## config.mk

```make
export PLATFORM = sky130hd
export DESIGN_NAME = serial_shift_mem
export DESIGN_NICKNAME = d
export VERILOG_FILES = /design/src/rtl/ssm_pkg.sv /design/src/rtl/ssm_ring.sv /design/src/rtl/ssm_seq.sv /design/src/rtl/ssm_rdcap.sv /design/src/rtl/serial_shift_mem.sv
export SDC_FILE = /design/constraint.sdc
export NUM_CORES = 1
export LEC_CHECK = 0
export ABC_AREA = 1
export BUFFER_PORTS_ARGS = -buffer_cell sky130_fd_sc_hd__buf_2
export CORE_MARGIN = 1
export CORE_UTILIZATION = 40
export DETAILED_ROUTE_END_ITERATION = 8
export HOLD_SLACK_MARGIN = 0.15
export PLACE_DENSITY_LB_ADDON = 0.2
export SLEW_MARGIN = 20
export SYNTH_ARGS = -nofsm -noshare
export SYNTH_HDL_FRONTEND = slang
export SYNTH_SLANG_ARGS = --single-unit
```

## constraint.sdc

```tcl
create_clock -name clk -period 1.8 [get_ports clk]
set_clock_uncertainty 0.15 [all_clocks]
set_input_delay 0.09 -clock clk [delete_from_list [all_inputs] [get_ports clk]]
set_output_delay 0.09 -clock clk [all_outputs]
set_load 0.02 [all_outputs]
```

## src/rtl/ssm_pkg.sv

```systemverilog
// Package: shared types for the recirculating serial shift memory.
// Assumes: nothing beyond IEEE 1800-2017.
package ssm_pkg;

    // Access sequencer states.
    typedef enum logic [1:0] {
        ST_IDLE = 2'd0,  // no access pending
        ST_SEEK = 2'd1,  // rotating toward the target byte
        ST_XFER = 2'd2,  // the target byte is passing the access point
        ST_HOME = 2'd3   // rotating back to the execution byte
    } ssm_state_t;

endpackage

```

## src/rtl/ssm_ring.sv

```systemverilog
// Module: ssm_ring
// The circulating store plus the counters that say which byte and bit sit
// at the single access point. The store rotates one bit per enabled cycle.
// The bit leaving the access point re-enters at the far end, or is replaced
// by wr_bit when wr_bit_en is high.
// Assumes: BITS >= 2, BYTES >= 2; the store is reset to all zeros.
module ssm_ring #(
    parameter int BYTES = 64,
    parameter int BITS  = 8
) (
    input  logic                       clk,
    input  logic                       rst_n,
    input  logic                       shift_en,
    input  logic                       wr_bit_en,
    input  logic                       wr_bit,
    output logic                       port_bit,
    output logic [$clog2(BYTES)-1:0]   byte_pos,
    output logic [$clog2(BITS)-1:0]    bit_pos
);
    localparam int AW  = $clog2(BYTES);
    localparam int BW  = $clog2(BITS);
    localparam int TOT = BYTES * BITS;
    localparam bit POW2_BYTES = (BYTES == (1 << AW));

    logic [TOT-1:0] store;
    logic [AW-1:0]  byte_nxt;
    logic           last_bit;

    assign port_bit = store[0];
    assign last_bit = (bit_pos == BW'(BITS - 1));

    // Pick the byte wrap logic: natural overflow for a power-of-two depth.
    generate
        if (POW2_BYTES) begin : g_wrap_pow2
            assign byte_nxt = byte_pos + 1'b1;
        end else begin : g_wrap_cmp
            assign byte_nxt = (byte_pos == AW'(BYTES - 1)) ? '0 : byte_pos + 1'b1;
        end
    endgenerate

    // Rotate the store by one bit, inserting either the recirculated or the written bit.
    always_ff @(posedge clk) begin
        if (!rst_n) begin
            store <= '0;
        end else if (shift_en) begin
            store <= {(wr_bit_en ? wr_bit : store[0]), store[TOT-1:1]};
        end
    end

    // Follow the position of the access point within the rotating store.
    always_ff @(posedge clk) begin
        if (!rst_n) begin
            bit_pos  <= '0;
            byte_pos <= '0;
        end else if (shift_en) begin
            if (last_bit) begin
                bit_pos  <= '0;
                byte_pos <= byte_nxt;
            end else begin
                bit_pos  <= bit_pos + 1'b1;
            end
        end
    end

    p_wrap_r2: assert property (@(posedge clk) disable iff (!rst_n)
        (shift_en && last_bit && byte_pos == AW'(BYTES - 1)) |=> (byte_pos == '0 && bit_pos == '0));

    p_hold_r2: assert property (@(posedge clk) disable iff (!rst_n)
        !shift_en |=> ($stable(byte_pos) && $stable(bit_pos) && $stable(port_bit)));

    p_recirc_r4: assert property (@(posedge clk) disable iff (!rst_n)
        (shift_en && !wr_bit_en) |=> (store[TOT-1] == $past(port_bit)));

    p_write_bit_r6: assert property (@(posedge clk) disable iff (!rst_n)
        (shift_en && wr_bit_en) |=> (store[TOT-1] == $past(wr_bit)));

endmodule

```

## src/rtl/ssm_seq.sv

```systemverilog
// Module: ssm_seq
// Access sequencer. It accepts a request only when idle, waits for the
// target byte's bit 0 at the access point, and spans the eight access shifts.
// It then waits for the execution byte's bit 0 and flags done in that cycle.
// Assumes: exec_addr is held stable while busy; position inputs come from ssm_ring.
module ssm_seq
    import ssm_pkg::*;
#(
    parameter int BYTES = 64,
    parameter int BITS  = 8
) (
    input  logic                       clk,
    input  logic                       rst_n,
    input  logic                       shift_en,
    input  logic                       req,
    input  logic                       wr,
    input  logic [$clog2(BYTES)-1:0]   addr,
    input  logic [$clog2(BYTES)-1:0]   exec_addr,
    input  logic [$clog2(BYTES)-1:0]   byte_pos,
    input  logic [$clog2(BITS)-1:0]    bit_pos,
    output logic                       busy,
    output logic                       done,
    output logic                       xfer_bit,
    output logic                       xfer_wr
);
    localparam int AW = $clog2(BYTES);
    localparam int BW = $clog2(BITS);

    ssm_state_t    st;
    logic [AW-1:0] tgt;
    logic          wr_q;
    logic          at_tgt;
    logic          at_home;

    assign at_tgt   = (bit_pos == '0) && (byte_pos == tgt);
    assign at_home  = (bit_pos == '0) && (byte_pos == exec_addr);
    assign xfer_bit = (st == ST_XFER) || ((st == ST_SEEK) && at_tgt);
    assign xfer_wr  = wr_q;
    assign done     = (st == ST_HOME) && at_home;
    assign busy     = (st != ST_IDLE);

    // Advance the access sequence and latch the request fields while idle.
    always_ff @(posedge clk) begin
        if (!rst_n) begin
            st   <= ST_IDLE;
            tgt  <= '0;
            wr_q <= 1'b0;
        end else begin
            unique case (st)
                ST_IDLE: begin
                    if (req) begin
                        st   <= ST_SEEK;
                        tgt  <= addr;
                        wr_q <= wr;
                    end
                end
                ST_SEEK, ST_XFER: begin
                    if (xfer_bit && shift_en) begin
                        st <= (bit_pos == BW'(BITS - 1)) ? ST_HOME : ST_XFER;
                    end
                end
                ST_HOME: begin
                    if (at_home) begin
                        st <= ST_IDLE;
                    end
                end
                default: st <= ST_IDLE;
            endcase
        end
    end

    p_ignore_busy_r8: assert property (@(posedge clk) disable iff (!rst_n)
        (busy && req) |=> ($stable(tgt) && $stable(wr_q)));

    p_done_once_r7: assert property (@(posedge clk) disable iff (!rst_n)
        done |=> (!done && !busy));

    p_xfer_aligned_r5: assert property (@(posedge clk) disable iff (!rst_n)
        (st == ST_XFER) |-> (byte_pos == tgt));

endmodule

```

## src/rtl/ssm_rdcap.sv

```systemverilog
// Module: ssm_rdcap
// Parallel read register. On each enabled capture shift, the bit at the access
// point is stored into the bit slot selected by bit_idx.
// Assumes: cap_en is high only on read access shifts.
module ssm_rdcap #(
    parameter int BITS = 8
) (
    input  logic                     clk,
    input  logic                     rst_n,
    input  logic                     cap_en,
    input  logic [$clog2(BITS)-1:0]  bit_idx,
    input  logic                     bit_in,
    output logic [BITS-1:0]          rd_data
);
    localparam int BW = $clog2(BITS);

    // One enabled flop per data bit.
    generate
        for (genvar i = 0; i < BITS; i++) begin : g_cap
            // Load this bit when its slot passes during a read.
            always_ff @(posedge clk) begin
                if (!rst_n) begin
                    rd_data[i] <= 1'b0;
                end else if (cap_en && bit_idx == BW'(i)) begin
                    rd_data[i] <= bit_in;
                end
            end
        end
    endgenerate

    p_capture_r5: assert property (@(posedge clk) disable iff (!rst_n)
        cap_en |=> (rd_data[$past(bit_idx)] == $past(bit_in)));

endmodule

```

## src/rtl/serial_shift_mem.sv

```systemverilog
// Module: serial_shift_mem (top)
// Bit-serial byte store that circulates past a single access point. It serves
// one random read or write at a time, then turns the store back to the
// execution byte.
// Assumes: shift_en comes from an external pacing controller; exec_addr is
// stable during an access.
module serial_shift_mem #(
    parameter int BYTES = 64,
    parameter int BITS  = 8
) (
    input  logic                       clk,
    input  logic                       rst_n,
    input  logic                       shift_en,
    input  logic                       ser_in,
    output logic                       ser_out,
    input  logic                       req,
    input  logic                       wr,
    input  logic [$clog2(BYTES)-1:0]   addr,
    input  logic [$clog2(BYTES)-1:0]   exec_addr,
    output logic [BITS-1:0]            rd_data,
    output logic                       word_sel,
    output logic                       busy,
    output logic                       done,
    output logic [$clog2(BYTES)-1:0]   port_byte
);
    localparam int AW = $clog2(BYTES);
    localparam int BW = $clog2(BITS);

    logic          port_bit;
    logic [BW-1:0] bit_pos;
    logic [AW-1:0] byte_pos;
    logic          xfer_bit;
    logic          xfer_wr;
    logic          cap_en;

    assign ser_out   = port_bit;
    assign port_byte = byte_pos;
    assign word_sel  = (bit_pos == '0);
    assign cap_en    = xfer_bit && !xfer_wr && shift_en;

    ssm_ring #(.BYTES(BYTES), .BITS(BITS)) u_ring (
        .clk       (clk),
        .rst_n     (rst_n),
        .shift_en  (shift_en),
        .wr_bit_en (xfer_bit && xfer_wr),
        .wr_bit    (ser_in),
        .port_bit  (port_bit),
        .byte_pos  (byte_pos),
        .bit_pos   (bit_pos)
    );

    ssm_seq #(.BYTES(BYTES), .BITS(BITS)) u_seq (
        .clk       (clk),
        .rst_n     (rst_n),
        .shift_en  (shift_en),
        .req       (req),
        .wr        (wr),
        .addr      (addr),
        .exec_addr (exec_addr),
        .byte_pos  (byte_pos),
        .bit_pos   (bit_pos),
        .busy      (busy),
        .done      (done),
        .xfer_bit  (xfer_bit),
        .xfer_wr   (xfer_wr)
    );

    ssm_rdcap #(.BITS(BITS)) u_rdcap (
        .clk     (clk),
        .rst_n   (rst_n),
        .cap_en  (cap_en),
        .bit_idx (bit_pos),
        .bit_in  (port_bit),
        .rd_data (rd_data)
    );

    p_word_sel_pulse_r3: assert property (@(posedge clk) disable iff (!rst_n)
        (word_sel && shift_en) |=> !word_sel);

    p_done_boundary_r7: assert property (@(posedge clk) disable iff (!rst_n)
        done |-> (word_sel && port_byte == exec_addr));

    p_rd_quiet_r5: assert property (@(posedge clk) disable iff (!rst_n)
        (rd_data != $past(rd_data)) |-> $past(busy));

endmodule

```

==> summary.md, run 1 <==
| Metric | Value |
|---|---|
| Post-layout min period | 1930 ps |
| Final Cycle Share | 1.07 |
| P_leak | 0.00939 uW |
| Vias | 14,800 |
| CTS Sinks | 538 |
| Clock Pin Slew Worst Setup and Hold Paths | 60 ps |
| Fmax | 0.518 GHz |
| Status | complete, but fails checks |
| Via-to-Cell Ratio | 4.78 |
| Met1 usage | 0.186 |
| Met3 Use GR | 0.0311 |
| Die Area | 48,300 sq um |
| Core area | 46,700 sq um |
| Crit. End Element | primary output |
| Synth-to-Final Area Change | 16.3% |
| Arr. time, crit path | 1690 ps |
| Clock Tree Buf Depth | 3 |
| Initial antenna violation count | 0 |
| Post-route ant nets | 0 |
| Synth cell count leaders | nor2_1, dfxtp_1, o21ai_0 |
| Pwr Total | 27,300 uW |
| Placed Area | 19,600 sq um |
| Chip height | 220 um |
| Maxcap violations | 0 |
| Most frequent cell after synthesis | nor2_1 |
| Initial DRC count | 1,038 |
| Cell-by-cell trace of the critical path | inv_2 -> ha_4 -> nand2_4 -> a21oi_2 -> nand3_2 -> nor3_2 -> buf_4 |
| Boundary Pins | 36 |
| Syn avg cell area | 7.74 sq um |
| Synth warnings | 0 |
| Detailed Routing Iterations Pass 1 | 5 |
| First-pass GRT wire length | 60.9 mm |
| Design area | 22,100 sq um |
| Total grt overflow | 0 |
| CP Data Required Time | 1560 ps |
| Max-slew violations | 0 |
| Port buffer count | 35 |
| RD Place Congestion | 0.774 |
| Seq/Total Area, Yosys | 0.568 |
| Core Rows | 79 |
| Setup ws final | -131 ps |
| Slowest stage delay, CP | 320 ps |
| DRC viols | 0 |
| Final nets | 2,470 |
| Final Hold Fails | 0 |
| CP Max Fanout | 3 |
| Avg WL per Cell | 11.2 um |
| Largest net degree at the start of global routing | 122 |
| Syn_nets | 2,480 |
| Synth top area share | 0.568 |
| Layout cells sized above 1 | 0.0868 |
| Worst-skew pair later-pin latency | 600 ps |
| FFs w/ async S/R, synth | 0 |
| Grt met2 use | 0.243 |
| HPWL Detailed | 18.2 mm |
| Busiest grt layer | met2 |
| Area of the multi-input gates | 7320 sq um |
| Final setup viols | 1 |
| Worst setup SP type | flip-flop |
| H-Tree Depth | 2 |
| Peak VDD IR | 729 uV |
| CP max stage cell | dfxtp_2 |
| PwrDens | 1240 nW/um^2 |
| Chip width | 220 um |
| CTS buffer count | 56 |
| Most area-hungry cell type in the Yosys netlist | dfxtp_1 |
| Synthesized area | 19,000 sq um |
| Largest cells by area after synthesis | dfxtp_1, nor2_1, o21ai_0, clkbuf_1, buf_2 |
| Number of global-route vias before repair | 13,800 |
| RSZ-0062 raised after global routing | true |
| #FFs+latches synth | 538 |
| Layout fillers | 4,537 |
| Global Route Usage Sum | 0.145 |
| Buffers and inverters on the worst path | 2 |
| Root Driver | clkbuf_16 |
| Post-synth EDFFs | 0 |
| Cell variety after synth | 27 |
| Setup_tns | -131 ps |
| CTS tree | built |
| Top FF cell, synth | dfxtp_1 |
| Routed wire length | 34.6 mm |
| Syn Inst Count | 2,451 |
| Least-Margin Pin Slew | 476 ps |
| Antenna cells | 0 |
| HP Class | input port to flip-flop |
| Initial Util | 0.406 |
| Sequential cell area | 10,800 sq um |
| Failing checks | setup timing |
| Slew headroom | 0.683 |
| Crit Path Category | flip-flop to primary output |
| Final cell utilization of the core | 0.473 |
| CP top delay family | flip-flops |
[power by group]
part | total, uW | leakage [uW] | switching (uW) | internal (uW)
sequential | 13100 | 0.00445 | 370 | 12700
combinational | 2230 | 0.00396 | 1370 | 857
clock | 12000 | 0.000988 | 4660 | 7320
total | 27300 | 0.00939 | 6390 | 20900
[routing by layer]
metal,routed length (um),part of all wire
met1,17300,0.50
met3,1100,0.032
met5,0,0
met2,15400,0.45
met4,756,0.022
[state kept, by name, summed over array words and instances, names as in the netlist]
register	flops
u_ring.bit_pos	3
u_ring.byte_pos	6
u_ring.store	512
u_seq.xfer_wr	1
u_rdcap.rd_data	8
u_seq.tgt	6
u_seq.st	2
[final cells by class]
class,instances,area share
Clock buffer,83,0.0782
Clock inverter,22,0.0111
Inverter,44,0.00783
Multi-Input combinational cell,1692,0.332
Sequential cell,538,0.489
Tap cell,607,0.0344
Timing Repair Buffer,109,0.0478
[kinds of logic (layout without fill, tap and decap cells)]
logic type	Yosys count	count (layout)	synth area share
XOR/XNOR	6	6	0.00277
flip-flops	538	538	0.568
buffers and inverters	221	258	0.0522
AO/OA/AOI/OAI	540	540	0.143
adder cells (fa/ha/maj)	11	11	0.00726
AND/OR/NAND/NOR	1135	1135	0.227
[metrics by stage]
step                      instances  hold WS, ps  setup WS [ps]
after floorplan                2451          107            166
after global placement         2955          204           69.9
after detailed placement       2955          208          -19.5
after CTS                      3091          186           -237
after global routing           3095          242           -242
final                          3095          266           -131
[path summary, 6_finish.rpt]
kind | from | to | slack [ps] | cells past startpoint
max | u_ring.bit_pos[1]$_SDFFE_PN0P_ | done | -130 | 7
min | wr | u_seq.xfer_wr$_SDFFE_PN0P_ | 270 | 4
max reg2reg | u_ring.bit_pos[1]$_SDFFE_PN0P_ | u_seq.st[0]$_SDFFE_PN0P_ | 80 | 13
min reg2reg | u_ring.store[333]$_SDFFE_PN0P_ | u_ring.store[332]$_SDFFE_PN0P_ | 310 | 2
[placed cells by master (no fill, tap or decap), types with 19 or more instances in the layout]
master,instances
nor2_1,1059
clkbuf_8,20
o21ai_0,523
buf_12,19
dlygate4sd3_1,23
buf_4,33
nand2_1,52
clkbuf_16,57
dfxtp_1,531
buf_2,31
inv_1,36
[worst register-to-register path, cell delays in order (launching register included)]
cell	delay (ps)
dfxtp_2	320
inv_2	70
ha_4	150
nand2_4	60
a21oi_2	110
nand3_2	100
buf_4	140
nor2_1	80
nor2_1	40
nor2_1	120
nand2_1	110
nand2_1	80
nand2_1	60
nor2_1	80
[what timing repair did]
action	CTS	global route
pin swaps	4	17
hold buffers	23	0
setup endpoints to repair	3	16
buffers inserted	8	7
resized for setup	12	27
endpoints found under the hold margin	538	0
(Power assumes the default switching activity.)
==> run 2, diff against run 1 <==
--- a/config.mk
+++ b/config.mk
@@ -5,7 +5,6 @@
 export SDC_FILE = /design/constraint.sdc
 export NUM_CORES = 1
 export LEC_CHECK = 0
-export ABC_AREA = 1
 export BUFFER_PORTS_ARGS = -buffer_cell sky130_fd_sc_hd__buf_2
 export CORE_MARGIN = 1
 export CORE_UTILIZATION = 40
==> run 2 against run 1 <==
Net effect: the flow still finishes with violations (setup timing); fmax decreased by 7.0%; sequential power decreased by 8%; setup slack got worse by 150 ps; final cell count decreased by 17%; utilization increased by 0.22 points; largest power group unchanged; highest routed layer unchanged.
==> summary.md, run 2 <==
| Metric | Value |
|---|---|
| Design area | 23,900 sq um (was 22,100 sq um) |
| Clock Tree Buf Depth | 3 (unchanged) |
| Routed wire length | 29.9 mm (was 34.6 mm) |
| Number of global-route vias before repair | 11,600 (was 13,800) |
| Syn Inst Count | 1,817 (was 2,451) |
| Largest Register | u_ring.store (unchanged) |
| Vias | 11,600 (was 14,800) |
| Final setup viols | 14 (was 1) |
| Synth cell count leaders | dfxtp_1, mux2i_1, nor2b_1 (was nor2_1, dfxtp_1, o21ai_0) |
| Leading cell types in the layout, fill and taps excluded | dfxtp_1, mux2i_1, nor2b_1, clkbuf_16 (was nor2_1, dfxtp_1, o21ai_0, clkbuf_16, nand2_1) |
| Synth-to-Final Area Change | 16.6% (was 16.3%) |
| FFs w/ async S/R, synth | 0 (unchanged) |
| Antenna cells | 0 (unchanged) |
| Final Hold Fails | 0 (unchanged) |
| Status | complete, but fails checks (unchanged) |
| Slew headroom | 0.635 (was 0.683) |
| Core Rows | 82 (was 79) |
| Root Driver | clkbuf_16 (unchanged) |
| P_leak | 0.00962 uW (was 0.00939 uW) |
| Crit. End Element | primary output (unchanged) |
| Cell variety after synth | 30 (was 27) |
| Top FF cell, synth | dfxtp_1 (unchanged) |
| Post-route ant nets | 0 (unchanged) |
| Chip width | 229 um (was 220 um) |
| #FFs+latches synth | 538 (unchanged) |
| Layout fillers | 4,597 (was 4,537) |
| Peak VDD IR | 720 uV (was 729 uV) |
| Clock Pin Slew Worst Setup and Hold Paths | 50 ps (was 60 ps) |
| Detailed Routing Iterations Pass 1 | 4 (was 5) |
| Final Cycle Share | 1.15 (was 1.07) |
| Global Route Usage Sum | 0.116 (was 0.145) |
| Fmax | 0.482 GHz (was 0.518 GHz) |
| Layout cells sized above 1 | 0.106 (was 0.0868) |
| Final cell utilization of the core | 0.475 (was 0.473) |
| H-Tree Depth | 2 (unchanged) |
| RD Place Congestion | 0.749 (was 0.774) |
| CP Data Required Time | 1560 ps (about the same) |
| Most frequent cell after synthesis | dfxtp_1 (was nor2_1) |
| CTS buffer count | 57 (was 56) |
| Total grt overflow | 0 (unchanged) |
| Setup_tns | -2550 ps (was -131 ps) |
| Setup ws final | -276 ps (was -131 ps) |
| Largest net degree at the start of global routing | 89 (was 122) |
| Chip height | 229 um (was 220 um) |
| Die Area | 52,200 sq um (was 48,300 sq um) |
| Max-slew violations | 0 (unchanged) |
| Hold Buf Count CTS | 21 (was 23) |
| Least-Margin Pin Slew | 548 ps (was 476 ps) |
| Syn avg cell area | 11.3 sq um (was 7.74 sq um) |
| Core area | 50,400 sq um (was 46,700 sq um) |
| RSZ-0062 raised after global routing | true (unchanged) |
| Via-to-Cell Ratio | 4.53 (was 4.78) |
| CTS Sinks | 538 (unchanged) |
| Largest cells by area after synthesis | dfxtp_1, mux2i_1, nor2b_1, buf_2, clkbuf_1 (was dfxtp_1, nor2_1, o21ai_0, clkbuf_1, buf_2) |
| Max reg flops | 512 (unchanged) |
| Worst-skew pair later-pin latency | 590 ps (was 600 ps) |
| Crit Path Category | flip-flop to primary output (unchanged) |
| Initial antenna violation count | 0 (unchanged) |
| Area of the multi-input gates | 9390 sq um (was 7320 sq um) |
| Top flop regs | u_ring.store x512, u_rdcap.rd_data x8 (unchanged) |
| First-pass GRT wire length | 52.8 mm (was 60.9 mm) |
| Seq/Total Area, Yosys | 0.525 (was 0.568) |
| DRC viols | 0 (unchanged) |
| Arr. time, crit path | 1840 ps (was 1690 ps) |
| CP Max Fanout | 2 (was 3) |
| Sequential cell area | 10,800 sq um (about the same) |
| Initial DRC count | 393 (was 1,038) |
| Failing checks | setup timing (unchanged) |
| Post-synth EDFFs | 0 (unchanged) |
| HP Class | input port to flip-flop (unchanged) |
| CTS tree | built (unchanged) |
| Syn_nets | 1,846 (was 2,480) |
| Maxcap violations | 0 (unchanged) |
| Port buffer count | 35 (unchanged) |
| Placed Area | 21,600 sq um (was 19,600 sq um) |
| Boundary Pins | 36 (unchanged) |
| Post-layout min period | 2080 ps (was 1930 ps) |
| Commonest non-fill, non-tap cell in the layout | dfxtp_1 (was nor2_1) |
| Synthesized area | 20,500 sq um (was 19,000 sq um) |
| Most area-hungry cell type in the Yosys netlist | dfxtp_1 (unchanged) |
| Initial Util | 0.407 (was 0.406) |
| Avg WL per Cell | 11.7 um (was 11.2 um) |
| Synth top area share | 0.525 (was 0.568) |
| Final nets | 1,885 (was 2,470) |
| HPWL Detailed | 17.2 mm (was 18.2 mm) |
| PwrDens | 1050 nW/um^2 (was 1240 nW/um^2) |
| Worst setup SP type | flip-flop (unchanged) |
| Synth warnings | 0 (unchanged) |
run 2: cell count changes in the layout (fill, tap and decap cells not counted), moves of 6 or more:
cell | before | now
a21boi_0 | 0 | 7
a21oi_1 | 13 | 1
and2_1 | 0 | 6
buf_4 | 33 | 26
clkbuf_1 | 6 | 18
clkbuf_8 | 20 | 11
clkinv_2 | 14 | 4
inv_1 | 36 | 2
mux2i_1 | 0 | 522
nand2_1 | 52 | 30
nor2_1 | 1059 | 1
nor2b_1 | 0 | 513
o21ai_0 | 523 | 2
xnor2_1 | 4 | 13
run 2: per-layer routing:
layer  track usage  wire length [um]
met1         0.141             14500
met5             0                 0
met3        0.0311              1230
met4        0.0384               666
met2         0.199             13500
run 2: path summary, 6_finish.rpt:
kind	slack [ps]	cells past startpoint	to	start
max	-280	7	done	u_ring.bit_pos[0]$_SDFFE_PN0P_
min	70	5	u_seq.st[1]$_SDFFE_PN0P_	exec_addr[2]
max reg2reg	-250	10	u_rdcap.rd_data[2]$_SDFFE_PN0P_	u_ring.bit_pos[0]$_SDFFE_PN0P_
min reg2reg	310	2	u_rdcap.rd_data[7]$_SDFFE_PN0P_	u_rdcap.rd_data[7]$_SDFFE_PN0P_
run 2: through the flow:
step	hold slack [ps]	power [uW]	setup WS [ps]	instances
global route	69.6	26300	-375	2569
floorplan	96.1	13300	-138	1817
detailed placement	223	13600	-197	2442
finish	67.3	25200	-276	2569
CTS	-60.0	25600	-307	2568
global placement	217	13600	-130	2442
run 2: area by class of cell:
type,count,area share
sequential,538,0.451
multi-input combinational,1150,0.392
clock buffer,88,0.0708
timing repair buffer,102,0.0415
tap,672,0.0351
clock inverter,12,0.00816
inverter,7,0.00110
run 2: cells by family (layout without fill, tap and decap cells):
logic type                 Yosys count  after routing  synth area share
AOI/OAI and AO/OA                   20             20           0.00732
xor gates and xnor gates            17             17           0.00725
adders and majority gates           11             11           0.00671
buffers and inverters              129            209            0.0271
DFF                                538            538             0.525
muxes                              522            522             0.255
and+or+nand+nor                    580            580             0.172
run 2: worst max-delay path: stages, from the launching register on:
cell,delay (ps)
dfxtp_2,320
inv_2,80
ha_4,150
nand2b_4,50
buf_6,110
nor4_4,240
and2_4,180
buf_6,110
run 2: power breakdown:
group	internal (uW)	leakage, uW	switching [uW]
logic	816	0.00436	764
registers	12000	0.00434	33.0
clock network	7140	0.000923	4490
total	19900	0.00962	5280
run 2: timing repair:
action,in CTS,in global routing
setup endpoints to repair,14,20
gates resized for setup,33,17
pin swaps,15,14
buffers inserted,5,1
endpoints found under the hold margin,538,2
